===== config.mk =====
export PLATFORM = sky130hd
export DESIGN_NAME = dis_issuer
export DESIGN_NICKNAME = d
export VERILOG_FILES = /design/src/rtl/dis_pkg.sv /design/src/rtl/dis_scoreboard.sv /design/src/rtl/dis_issue_ctrl.sv /design/src/rtl/dis_issuer.sv
export SDC_FILE = /design/constraint.sdc
export NUM_CORES = 1
export LEC_CHECK = 0
export BUFFER_PORTS_ARGS = -buffer_cell sky130_fd_sc_hd__clkbuf_2
export CORE_UTILIZATION = 61
export DETAILED_ROUTE_END_ITERATION = 8
export PLACE_DENSITY_LB_ADDON = 0.12
export SLEW_MARGIN = 20
export SYNTH_ARGS = -nofsm -noshare
export SYNTH_HDL_FRONTEND = slang
export SYNTH_SLANG_ARGS = --single-unit

===== constraint.sdc =====
create_clock -name clk -period 5.07 [get_ports clk]
set_input_delay 1.014 -clock clk [delete_from_list [all_inputs] [get_ports clk]]
set_output_delay 1.014 -clock clk [all_outputs]
set_load 0.01 [all_outputs]

===== src/rtl/dis_pkg.sv =====
package dis_pkg;
    localparam int NUM_SLOTS = 2;

    typedef enum logic [1:0] {
        ISS_NONE = 2'd0,
        ISS_OLD  = 2'd1,
        ISS_BOTH = 2'd2
    } iss_kind_e;
endpackage


===== src/rtl/dis_scoreboard.sv =====
module dis_scoreboard #(
    parameter int NREG  = 16,
    parameter int LAT_W = 3,
    localparam int REG_W = $clog2(NREG)
) (
    input  logic                        clk,
    input  logic                        rst_n,
    input  logic                        flush_i,
    input  logic [1:0]                  we_i,
    input  logic [1:0][REG_W-1:0]       dst_i,
    input  logic [1:0][LAT_W-1:0]       lat_i,
    output logic [NREG-1:0]             busy_o
);
    typedef struct packed {
        logic [NREG-1:0][LAT_W-1:0] cnt;
    } sb_state_t;

    sb_state_t sb_d, sb_q;

    always_comb begin
        sb_d = sb_q;
        for (int r = 0; r < NREG; r++) begin
            if (flush_i) begin
                sb_d.cnt[r] = '0;
            end else if (we_i[1] && dst_i[1] == REG_W'(r)) begin
                sb_d.cnt[r] = lat_i[1];
            end else if (we_i[0] && dst_i[0] == REG_W'(r)) begin
                sb_d.cnt[r] = lat_i[0];
            end else if (sb_q.cnt[r] != '0) begin
                sb_d.cnt[r] = sb_q.cnt[r] - 1'b1;
            end
        end
    end

    always_ff @(posedge clk) begin
        if (!rst_n) begin
            sb_q <= '0;
        end else begin
            sb_q <= sb_d;
        end
    end

    for (genvar g = 0; g < NREG; g++) begin : g_busy
        assign busy_o[g] = |sb_q.cnt[g];

        // an untouched nonzero counter drops by exactly one
        a_r4_countdown: assert property (@(posedge clk) disable iff (!rst_n)
            (sb_q.cnt[g] != '0 && !flush_i
             && !(we_i[0] && dst_i[0] == REG_W'(g))
             && !(we_i[1] && dst_i[1] == REG_W'(g)))
            |=> (sb_q.cnt[g] == $past(sb_q.cnt[g]) - 1'b1));
    end

    // flush empties the whole scoreboard
    a_r7_flush_clear: assert property (@(posedge clk) disable iff (!rst_n)
        flush_i |=> (busy_o == '0));

    // same-register double write keeps the younger latency
    a_r6_younger_wins: assert property (@(posedge clk) disable iff (!rst_n)
        (!flush_i && we_i == 2'b11 && dst_i[0] == dst_i[1])
        |=> (sb_q.cnt[$past(dst_i[1])] == $past(lat_i[1])));
endmodule


===== src/rtl/dis_issue_ctrl.sv =====
module dis_issue_ctrl
    import dis_pkg::*;
#(
    parameter int NREG  = 16,
    localparam int REG_W = $clog2(NREG)
) (
    input  logic                    flush_i,
    input  logic [1:0]              slot_valid_i,
    input  logic [1:0][REG_W-1:0]   src_a_i,
    input  logic [1:0][REG_W-1:0]   src_b_i,
    input  logic [1:0][1:0]         src_en_i,
    input  logic [1:0][REG_W-1:0]   dst_i,
    input  logic [1:0]              dst_en_i,
    input  logic [NREG-1:0]         busy_i,
    output logic [1:0]              issue_o,
    output logic [1:0]              stall_o
);
    logic [NUM_SLOTS-1:0] src_ok;
    logic                 pair_hit;
    iss_kind_e            kind;

    for (genvar s = 0; s < NUM_SLOTS; s++) begin : g_src
        assign src_ok[s] = !(src_en_i[s][0] && busy_i[src_a_i[s]])
                        && !(src_en_i[s][1] && busy_i[src_b_i[s]]);
    end

    always_comb begin
        pair_hit = dst_en_i[0]
                && ((src_en_i[1][0] && src_a_i[1] == dst_i[0])
                 || (src_en_i[1][1] && src_b_i[1] == dst_i[0]));
        kind = ISS_NONE;
        if (!flush_i && slot_valid_i[0] && src_ok[0]) begin
            if (slot_valid_i[1] && src_ok[1] && !pair_hit) begin
                kind = ISS_BOTH;
            end else begin
                kind = ISS_OLD;
            end
        end
        issue_o[0] = (kind != ISS_NONE);
        issue_o[1] = (kind == ISS_BOTH);
        stall_o    = slot_valid_i & ~issue_o;
    end
endmodule


===== src/rtl/dis_issuer.sv =====
module dis_issuer #(
    parameter int NREG  = 16,
    parameter int LAT_W = 3,
    localparam int REG_W = $clog2(NREG)
) (
    input  logic                        clk,
    input  logic                        rst_n,
    input  logic                        flush_i,
    input  logic [1:0]                  slot_valid_i,
    input  logic [1:0][REG_W-1:0]       src_a_i,
    input  logic [1:0][REG_W-1:0]       src_b_i,
    input  logic [1:0][1:0]             src_en_i,
    input  logic [1:0][REG_W-1:0]       dst_i,
    input  logic [1:0]                  dst_en_i,
    input  logic [1:0][LAT_W-1:0]       lat_i,
    output logic [1:0]                  issue_o,
    output logic [1:0]                  stall_o
);
    logic [NREG-1:0] busy;
    logic [1:0]      we;

    assign we = issue_o & dst_en_i;

    dis_issue_ctrl #(.NREG(NREG)) u_ctrl (
        .flush_i      (flush_i),
        .slot_valid_i (slot_valid_i),
        .src_a_i      (src_a_i),
        .src_b_i      (src_b_i),
        .src_en_i     (src_en_i),
        .dst_i        (dst_i),
        .dst_en_i     (dst_en_i),
        .busy_i       (busy),
        .issue_o      (issue_o),
        .stall_o      (stall_o)
    );

    dis_scoreboard #(.NREG(NREG), .LAT_W(LAT_W)) u_sb (
        .clk     (clk),
        .rst_n   (rst_n),
        .flush_i (flush_i),
        .we_i    (we),
        .dst_i   (dst_i),
        .lat_i   (lat_i),
        .busy_o  (busy)
    );

    // the younger slot never overtakes the older one
    a_r2_in_order: assert property (@(posedge clk) disable iff (!rst_n)
        issue_o[1] |-> issue_o[0]);

    // an issuing older instruction reads no pending register
    a_r3_no_raw: assert property (@(posedge clk) disable iff (!rst_n)
        issue_o[0] |-> !((src_en_i[0][0] && busy[src_a_i[0]])
                      || (src_en_i[0][1] && busy[src_b_i[0]])));

    // no same-cycle forwarding between the two slots
    a_r5_pair_raw: assert property (@(posedge clk) disable iff (!rst_n)
        (issue_o[1] && dst_en_i[0])
        |-> !((src_en_i[1][0] && src_a_i[1] == dst_i[0])
           || (src_en_i[1][1] && src_b_i[1] == dst_i[0])));

    // nothing issues under flush
    a_r7_flush_quiet: assert property (@(posedge clk) disable iff (!rst_n)
        flush_i |-> (issue_o == 2'b00));

    // a slot never both issues and stalls, and an empty slot does neither
    a_r8_exclusive: assert property (@(posedge clk) disable iff (!rst_n)
        ((issue_o & stall_o) == 2'b00) && (((issue_o | stall_o) & ~slot_valid_i) == 2'b00));
endmodule


==> results of run 1 <==
layout make-up:
class / instances / area [sq um]
Clock inverter: 1 / 7.51
Sequential cell: 48 / 961
Timing Repair Buffer: 48 / 250
Tap cell: 102 / 128
Inverter: 45 / 169
Multi-Input combinational cell: 477 / 3740
Clock buffer: 7 / 86.3
Fill cell: 684 / 2550
worst reg2reg max path, cell delays in order (launching register included):
cell	delay [ns]
dfxtp_1	0.31
inv_1	0.10
ha_1	0.19
nand2b_1	0.28
mux4_2	0.55
mux2_4	0.31
a22oi_4	0.30
nand2_2	0.57
or3_1	0.62
o22ai_1	0.18
metal layers:
metal	up-vias	track usage, %	share of wire [%]
met5	-	0	0
met4	0	11.9	2.3
met3	38	5.20	10
met2	273	56.5	47
met1	2264	42.4	41
li1	2305	-	-
how the worst min path moves through the flow:
stage                              from  depth (start not counted)  slack (ns)             to
final                     u_sb.sb_q[30]                          3        0.68  u_sb.sb_q[30]
after global routing      u_sb.sb_q[45]                          3        0.72  u_sb.sb_q[45]
after CTS                 u_sb.sb_q[45]                          3        0.67  u_sb.sb_q[45]
after detailed placement  u_sb.sb_q[45]                          3        0.66  u_sb.sb_q[45]
after global placement    u_sb.sb_q[33]                          3        0.65  u_sb.sb_q[33]
after floorplan           u_sb.sb_q[33]                          3        0.62  u_sb.sb_q[33]
kinds of logic after synthesis:
kind of cell	after synthesis	share of synthesized area [%]
compound gates	144	20.7
simple gates	212	25.0
fa+ha+maj	32	7.92
buf+inv	88	7.03
flops	48	19.0
mux	65	16.2
xor+xnor	24	4.16
power by group:
part / internal [W] / switching, W
clock: 0.000111 / 0.000137
combinational: 0.000147 / 0.000236
sequential: 0.000391 / 0.00000716
total: 0.000649 / 0.000380
through the flow:
| stage | util, % | total power (W) | std cells | hold slack [ns] |
|---|---|---|---|---|
| after floorplan | - | 0.000690 | 613 | 0.620 |
| after global placement | 66.5 | 0.000767 | 720 | 0.648 |
| after detailed placement | 66.5 | 0.000781 | 720 | 0.657 |
| after CTS | 67.7 | 0.00103 | 728 | 0.674 |
| after global routing | 67.7 | 0.00108 | 728 | 0.716 |
| final | 67.7 | 0.00103 | 728 | 0.675 |
placed cells by master (no fill, tap or decap), drive strengths merged, types with 8 or more instances in the layout:
cell type and count:
o41ai 32, o2bb2ai 15, nand2b 22, mux4 12
or3 19, nor2b 13, inv 45, nor3 8
nand3 14, ha 32, clkbuf 51, xnor2 18
a21oi 49, dfxtp 48, o31ai 17, or4 19
o21ai 11, nor2 54, nand2 33, mux2i 49
nand4 10
==> run_results.csv, run 1 <==
group,metric,value,unit
outcome,status,"complete, no violations",
setup_path,crit_slowest_cell,"mux4_2",
placed_design,port_buffers,44,
synthesis,synth_seq_cells,48,
setup_path,crit_required,4.06,ns
detailed_routing,vias,4880,
die,dieArea,0.00865,sq mm
clocking,cts_sinks,48,
synthesis,synth_top_area_share,19.0,%
clocking,ctsResizeCount,0,
grt,grt_use_total,33.2,%
final_layout,fin_nets,698,
power,ir_worst_vdd,0.112,mV
grt,grt_pass1_vias,4456,
clocking,cts_tree,"done",
setup_path,crit_family,"multiplexers",
setup_path,crit_chain,"clkbuf_2 > mux4_2 > mux2_4 > a32oi_4 > nand3_2 > buf_4 > inv_1 > clkbuf_2",
final_layout,diodes,0,
die,die_w,93.0,um
die,rows,32,
final_layout,fin_area,0.00534,sq mm
die,core_region_area,0.00789,sq mm
setup_path,critPathLaunch,"src_a_i[2]",
clocking,clkLatencyLatePin,0.31,ns
setup_path,r2r-start,"u_sb.sb_q[36]",
clocking,post_cts_buffers,0,
worst_hold_path,min-delay-path-class,"reg -> reg",
synthesis,ys_async_sr_fraction,0,%
power,total_leakage_power,2.18,nW
sta,drv_slew,0,
synthesis,synth.most_common_cell,"nor2_1",
setup_path,cpMostUsedCell,"clkbuf_2",
clocking,cts_buffers,5,
placed_design,pre_cts_slack,0.991,ns
clocking,h-tree-depth,2,
power,cellPowerDensity,193,mW/mm^2
setup_path,cp.depth,8,
final_layout,largest_register_ff_count,48,
setup_path,slowest_delay,0.51,ns
grt,grt_pass1_wl,22100,um
final_layout,drive_gt1_share,16.3,%
synthesis,netlist_area,0.00505,sq mm
synthesis,synth_common_cells,"nor2_1, a21oi_1, mux2i_1",
setup_path,crit_end,"issue_o[0]",
grt,globalRouteOverflowTotal,0,
clocking,ctsRootBufferMaster,"clkbuf_8",
setup_path,r2r-end,"u_sb.sb_q[23]",
grt,antenna_found_initial,0,
clocking,cts_buffer_depth,2,
final_layout,largestRegisters,"u_sb.sb_q x48",
sta,worstMarginPinSlew,0.899,ns
setup_path,worstPathMaxFanout,24,
sta,grt_setup_unrepaired,"no",
die,pin_count,45,
synthesis,synthTopCellsByArea,"dfxtp_1, mux2i_1, ha_1",
detailed_routing,via_per_inst,6.70,
setup_path,reg2reg_depth,9,
setup_path,r2r_slack,1.59,ns
synthesis,ys_types,55,
detailed_routing,drt-initial-drc-count,421,
sta,max_freq,244,MHz
placed_design,dpl_cell_area,0.00525,sq mm
sta,setup-tns-final,0,ns
setup_path,worst-path-buf-inv,4,
detailed_routing,wl,14200,um
synthesis,yosysTopAreaCell,"dfxtp_1",
placed_design,place_congestion,0.907,
grt,grt_max_degree,73,
sta,final_hold_viol_count,0,
detailed_routing,remaining_drc_errors,0,
sta,min_period,4.10,ns
synthesis,ys_seq_area_share,19.0,%
sta,fin_skew,0.00725,ns
sta,final.setup.worst_slack,0.969,ns
sta,setup_viol,0,
synthesis,synth_edf_count,0,
clocking,clkTransAtPathRegs,0.09,ns
setup_path,arrival,3.09,ns
placed_design,hpwl,10400,um
sta,fin_crit_sh,80.9,%
synthesis,syn_inst,613,
detailed_routing,dr.pass1.iters,7,
final_layout,areaGrowthSynthToFinish,5.70,%
clocking,postCtsHoldBufs,0,
detailed_routing,ant_nets,0,
job,maxCapViolations,0,
die,initial_core_util,64.1,%
setup_path,path_class,"in -> out",
synthesis,yosys_warnings,0,
final_layout,largest_register,"u_sb.sb_q",
setup_path,worstSetupStartpointType,"primary input",
synthesis,avgSynthCellArea,8.24,sq um
synthesis,synthFlopType,"dfxtp_1",
detailed_routing,wl_per_cell,19.5,um
sta,slew_headroom,39.8,%
synthesis,syn_nets,686,
die,die_h,93.0,um
setup_path,crit_path_end_kind,"primary output",
(Power assumes the default switching activity.)
==> run 2, diff against run 1 <==
Settings changed: ABC_AREA set to 1, CORE_UTILIZATION 61 to 56.
Clock period 5.07 ns to 3.3 ns, I/O delays scaled along.
==> run 2 against run 1 <==
Compared with the run above: routed wire length rose by 26%; synthesized cell count rose by 67%; clock skew rose by 0.012 ns; sequential power rose by 56%; die area rose by 23%; hold slack got worse by 0.14 ns; utilization fell by 5.7 points; clock power rose by 84%; final cell count rose by 62%; count of clock-buffer cells in the layout fell by 1; total power rose by 74%; critical path type is now reg -> out.
==> run_results.csv, run 2 <==
group,metric,value,unit
final_layout,largestRegisters,"u_sb.sb_q x48",
sta,setup_viol,0,
grt,grt_max_degree,49,
placed_design,place_congestion,1.00,
setup_path,slowest_delay,0.31,ns
synthesis,netlist_area,0.00572,sq mm
clocking,cts_tree,"done",
synthesis,ys_seq_area_share,16.8,%
outcome,status,"complete, no violations",
sta,drv_slew,0,
sta,fin_crit_sh,91.5,%
final_layout,mostFrequentLayoutCells,"nand2_1, inv_1, nand3_1, nor2_1, dfxtp_1",
grt,gr-usage-met1,45.3,%
final_layout,drive_gt1_share,10.1,%
die,die_w,103,um
detailed_routing,vias,6458,
clocking,cts_buffer_depth,2,
detailed_routing,drt-initial-drc-count,548,
setup_path,cpMostUsedCell,"nand3_1",
synthesis,synthTopCellsByArea,"nand2_1, dfxtp_1, nand3_1",
grt,grt_use_total,35.0,%
die,core_region_area,0.00982,sq mm
synthesis,synth_top_area_share,18.5,%
placed_design,hpwl,12900,um
synthesis,ys_async_sr_fraction,0,%
die,rows,36,
sta,min_period,3.02,ns
synthesis,avgSynthCellArea,5.59,sq um
synthesis,yosys_warnings,0,
power,combPwrFrac,39.6,%
worst_hold_path,holdCritStartpoint,"u_sb.sb_q[22]",
power,cellPowerDensity,294,mW/mm^2
synthesis,synthFlopType,"dfxtp_1",
worst_hold_path,min-delay-path-class,"reg -> reg",
power,p_total,0.00179,W
clocking,h-tree-depth,2,
power,pwr-share-seq,34.8,%
power,clkPwrFrac,25.5,%
grt,globalRouteOverflowTotal,0,
final_layout,areaGrowthSynthToFinish,6.39,%
sta,worstMarginPinSlew,0.791,ns
setup_path,crit_path_end_kind,"primary output",
setup_path,crit_chain,"inv_1 > ha_1 > nand2_1 > nand2_1 > nand3_1 > nand3_1 > nand3_1 > nand3_2 > nand2_2 > nor2_8 > clkbuf_2",
sta,fin_skew,0.0188,ns
grt,antenna_found_initial,0,
clocking,clkLatencyLatePin,0.33,ns
power,ir_worst_vdd,0.196,mV
detailed_routing,via_per_inst,5.47,
detailed_routing,remaining_drc_errors,0,
grt,grt-busiest-layer,"met2",
setup_path,crit_family,"simple AND/OR/NAND/NOR gates",
setup_path,crit_required,2.64,ns
grt,grtUsageMet3,5.97,%
synthesis,synth.most_common_cell,"nand2_1",
clocking,clkTransAtPathRegs,0.10,ns
sta,slew_headroom,47.2,%
synthesis,synth_common_cells,"nand2_1, inv_1, nand3_1",
clocking,postCtsHoldBufs,0,
grt,grt_util_met2,57.7,%
setup_path,crit_slowest_cell,"dfxtp_1",
die,pin_count,45,
final_layout,mostFrequentLayoutCell,"nand2_1",
sta,max_freq,331,MHz
power,switchingPower,0.000731,W
clocking,cts_buffers,5,
final_layout,diodes,0,
detailed_routing,dr.pass1.iters,8,
clocking,post_cts_buffers,0,
die,initial_core_util,58.3,%
synthesis,syn_nets,1096,
final_layout,largest_register,"u_sb.sb_q",
detailed_routing,ant_nets,0,
final_layout,largest_register_ff_count,48,
power,total_leakage_power,3.48,nW
placed_design,port_buffers,44,
setup_path,path_class,"reg -> out",
synthesis,synth_seq_cells,48,
synthesis,syn_inst,1023,
synthesis,ys_types,34,
grt,grt_pass1_vias,5666,
die,die_h,103,um
power,p_int,0.00106,W
setup_path,arrival,2.36,ns
job,maxCapViolations,0,
setup_path,worstSetupStartpointType,"register",
setup_path,r2r-start,"u_sb.sb_q[15]",
sta,final_hold_viol_count,0,
final_layout,fin_nets,1120,
detailed_routing,wl,17900,um
setup_path,worst-path-buf-inv,2,
synthesis,yosysTopAreaCell,"nand2_1",
clocking,ctsResizeCount,0,
grt,grt_pass1_wl,28100,um
sta,grt_setup_unrepaired,"no",
clocking,cts_sinks,48,
detailed_routing,wl_per_cell,15.1,um
setup_path,worstPathMaxFanout,19,
sta,setup-tns-final,0,ns
setup_path,critPathLaunch,"u_sb.sb_q[15]",
die,dieArea,0.0106,sq mm
power,switching_share,40.9,%
clocking,ctsRootBufferMaster,"clkbuf_8",
synthesis,synth_edf_count,0,
-- run 2: path summary, 6_finish.rpt --
path	to	slack, ns	depth (start not counted)
setup / recovery	issue_o[0]	0.28	11
hold / removal	u_sb.sb_q[22]	0.54	2
setup reg to reg	u_sb.sb_q[44]	0.39	16
hold reg to reg	u_sb.sb_q[22]	0.54	2
-- run 2: logic make-up after synthesis --
logic type      after synthesis  synth area share [%]
flops                        48                  16.8
xor+xnor                     17                  2.60
compound gates               37                  3.41
fa+ha+maj                    32                  7.00
buf+inv                     227                  16.5
simple gates                662                  53.7
-- run 2: through the flow --
step	hold slack, ns	instance area (sq um)	worst slack, ns	instances	utilization, %
after global placement	0.511	5980	0.370	1173	60.9
after detailed placement	0.512	5980	0.321	1173	60.9
after floorplan	0.490	5720	0.853	1023	-
after CTS	0.538	6090	0.319	1181	62.0
final	0.536	6090	0.280	1181	62.0
after global routing	0.602	6090	0.196	1181	62.0
-- run 2: layer usage --
layer	share of wire [%]	wire length, um	up-vias
li1	-	-	3257
met2	44	7920	337
met4	2.7	489	0
met5	0	0	-
met1	42	7490	2820
met3	11	1970	44
-- run 2: final cells by class --
class                   count  area, sq um
clock inverters             2         35.0
multi-input cells         748         3820
flip-flops and latches     48          961
repair buffers             54          308
fillers                  1088         3730
inverters                 190          722
well taps                 133          166
clock buffers               6         72.6
-- run 2: worst reg2reg max path, stage by stage (launching register included) --
cell and delay, ns:
dfxtp_1 0.31, inv_1 0.12, ha_1 0.21, nand2_1 0.21, nand2_1 0.12, nand3_1 0.08, nand3_1 0.08, nand3_1 0.09
nand3_2 0.17, nand3_4 0.13, nor2_4 0.18, buf_4 0.43, nand4_1 0.33, inv_1 0.16, nand2_1 0.06, nand3_1 0.09
nor2_1 0.04
-- run 2: power groups by stage --
stage	Sequential (W)	Combinational [W]	Clock, W
global route	0.000626	0.000794	0.000477
floorplan	0.000633	0.000507	0
CTS	0.000622	0.000694	0.000458
detailed placement	0.000636	0.000690	0
global placement	0.000635	0.000687	0
finish	0.000622	0.000709	0.000457
==> run 3, diff against run 2 <==
Settings changed: CORE_UTILIZATION 56 to 61.
Clock period 3.3 ns to 3 ns, I/O delays scaled along.
==> run 3 against run 2 <==
Compared with the run above: via count up 1.7%; register-to-register slack got worse by 0.09 ns; clock skew decreased by 0.0042 ns.
==> run_results.csv, run 3 (same netlist as run 2, synthesis figures left out) <==
group,metric,value,unit
sta,min_period,2.89,ns
die,dieArea,0.00977,sq mm
setup_path,worstPathMaxFanout,5,
sta,worstMarginPinSlew,0.787,ns
detailed_routing,via_per_inst,5.61,
sta,grt_setup_unrepaired,"no",
sta,setup-tns-final,0,ns
die,initial_core_util,64.4,%
grt,antenna_found_initial,0,
final_layout,largest_register_ff_count,48,
setup_path,r2r-start,"u_sb.sb_q[24]",
final_layout,layout.cells.non_filler,1171,
final_layout,mostFrequentLayoutCell,"nand2_1",
job,maxCapViolations,0,
setup_path,r2r-end,"u_sb.sb_q[30]",
detailed_routing,remaining_drc_errors,0,
grt,grt_pass1_wl,28800,um
setup_path,worstSetupStartpointType,"register",
sta,setup_viol,0,
final_layout,drive_gt1_share,11.4,%
clocking,h-tree-depth,2,
final_layout,mostFrequentLayoutCells,"nand2_1, inv_1, nand3_1, nor2_1, dfxtp_1",
die,core_region_area,0.00889,sq mm
placed_design,port_buffers,44,
detailed_routing,ant_nets,0,
setup_path,crit_path_end_kind,"primary output",
sta,fin_skew,0.0147,ns
detailed_routing,wl_per_cell,15.3,um
clocking,cts_buffer_depth,2,
sta,fin_crit_sh,96.5,%
die,rows,34,
power,total_leakage_power,3.55,nW
clocking,ctsRootBufferMaster,"clkbuf_8",
setup_path,reg2reg_depth,17,
setup_path,arrival,2.29,ns
sta,max_freq,346,MHz
setup_path,cpMostUsedCell,"nand3_1",
final_layout,largestRegisters,"u_sb.sb_q x48",
clocking,clkLatencyLatePin,0.31,ns
setup_path,crit_chain,"inv_1 > ha_1 > nand2_1 > nand2_1 > nand3_1 > nand3_1 > nand3_1 > nand3_1 > nand3_2 > nor2_4 > nor2_1 > clkbuf_2",
setup_path,slowest_delay,0.31,ns
clocking,postCtsHoldBufs,0,
outcome,status,"complete, no violations",
detailed_routing,vias,6570,
grt,globalRouteOverflowTotal,0,
setup_path,crit_required,2.40,ns
power,ir_worst_vdd,0.245,mV
setup_path,crit_end,"stall_o[1]",
setup_path,r2r_slack,0.30,ns
grt,grt_pass1_vias,5811,
clocking,clkTransAtPathRegs,0.10,ns
clocking,cts_tree,"done",
power,cellPowerDensity,310,mW/mm^2
setup_path,critPathLaunch,"u_sb.sb_q[24]",
final_layout,areaGrowthSynthToFinish,7.74,%
worst_hold_path,min-delay-path-class,"reg -> reg",
setup_path,crit_slowest_cell,"dfxtp_1",
detailed_routing,drt-initial-drc-count,699,
detailed_routing,wl,17900,um
sta,final_hold_viol_count,0,
final_layout,diodes,0,
die,die_w,98.9,um
clocking,cts_sinks,48,
final_layout,fin_nets,1135,
die,die_h,98.9,um
die,pin_count,45,
clocking,cts_buffers,5,
sta,drv_slew,0,
final_layout,largest_register,"u_sb.sb_q",
grt,grt_max_degree,49,
placed_design,place_inst,1153,
setup_path,path_class,"reg -> out",
grt,grt_use_total,37.3,%
sta,slew_headroom,47.5,%
placed_design,place_congestion,1.01,
detailed_routing,dr.pass1.iters,5,
placed_design,hpwl,12900,um
run 3: area by class of cell:
class	instances	area (sq um)
Sequential cell	48	961
Inverter	190	722
Timing Repair Buffer	68	425
Multi-Input combinational cell	749	3830
Fill cell	877	2730
Clock buffer	8	90.1
Tap cell	108	135
run 3: timing repair:
action | CTS | global route
setup buffers | 0 | 9
gates resized for setup | 0 | 1
gates cloned | 0 | 1
setup endpoints to repair | 2 | 3
pin swaps | 1 | 2
run 3: how the worst min path moves through the flow:
stage	start	end	slack, ns	cells past startpoint
after floorplan	u_sb.sb_q[27]	u_sb.sb_q[27]	0.49	2
after global placement	u_sb.sb_q[27]	u_sb.sb_q[27]	0.51	2
after detailed placement	u_sb.sb_q[27]	u_sb.sb_q[27]	0.52	2
after CTS	u_sb.sb_q[27]	u_sb.sb_q[27]	0.54	2
after global routing	u_sb.sb_q[27]	u_sb.sb_q[27]	0.56	2
final	u_sb.sb_q[46]	u_sb.sb_q[46]	0.54	2
run 3: report_power, final:
group	internal, W	switching (W)
sequential	0.000672	0.0000132
clock	0.000189	0.000237
combinational	0.000257	0.000541
total	0.00112	0.000792
run 3: metrics by stage:
stage	worst slack (ns)	utilization (%)	hold WS (ns)	total power [W]	instance area [sq um]
4_1_cts	0.00501	68.5	0.544	0.00189	6090
5_1_grt	0.0261	69.3	0.564	0.00203	6160
6_report	0.106	69.3	0.542	0.00191	6160
3_5_place_dp	0.0813	67.5	0.520	0.00146	6000
3_3_place_gp	0.0925	67.5	0.506	0.00146	6000
2_1_floorplan	0.673	-	0.490	0.00125	5720
run 3: worst max-delay path: cells and delay by family, from the launching register on:
| family | cells | cell delay [ns] |
|---|---|---|
| buffers and inverters | 2 | 0.24 |
| AND/OR/NAND/NOR | 9 | 1.20 |
| flip-flops | 1 | 0.31 |
| adder cells (fa/ha/maj) | 1 | 0.22 |
run 3: metal layers:
layer	wire [um]	GRT usage, %
met5	0	0
met4	474	14.8
met3	2050	5.96
met2	7690	59.5
met1	7640	50.1
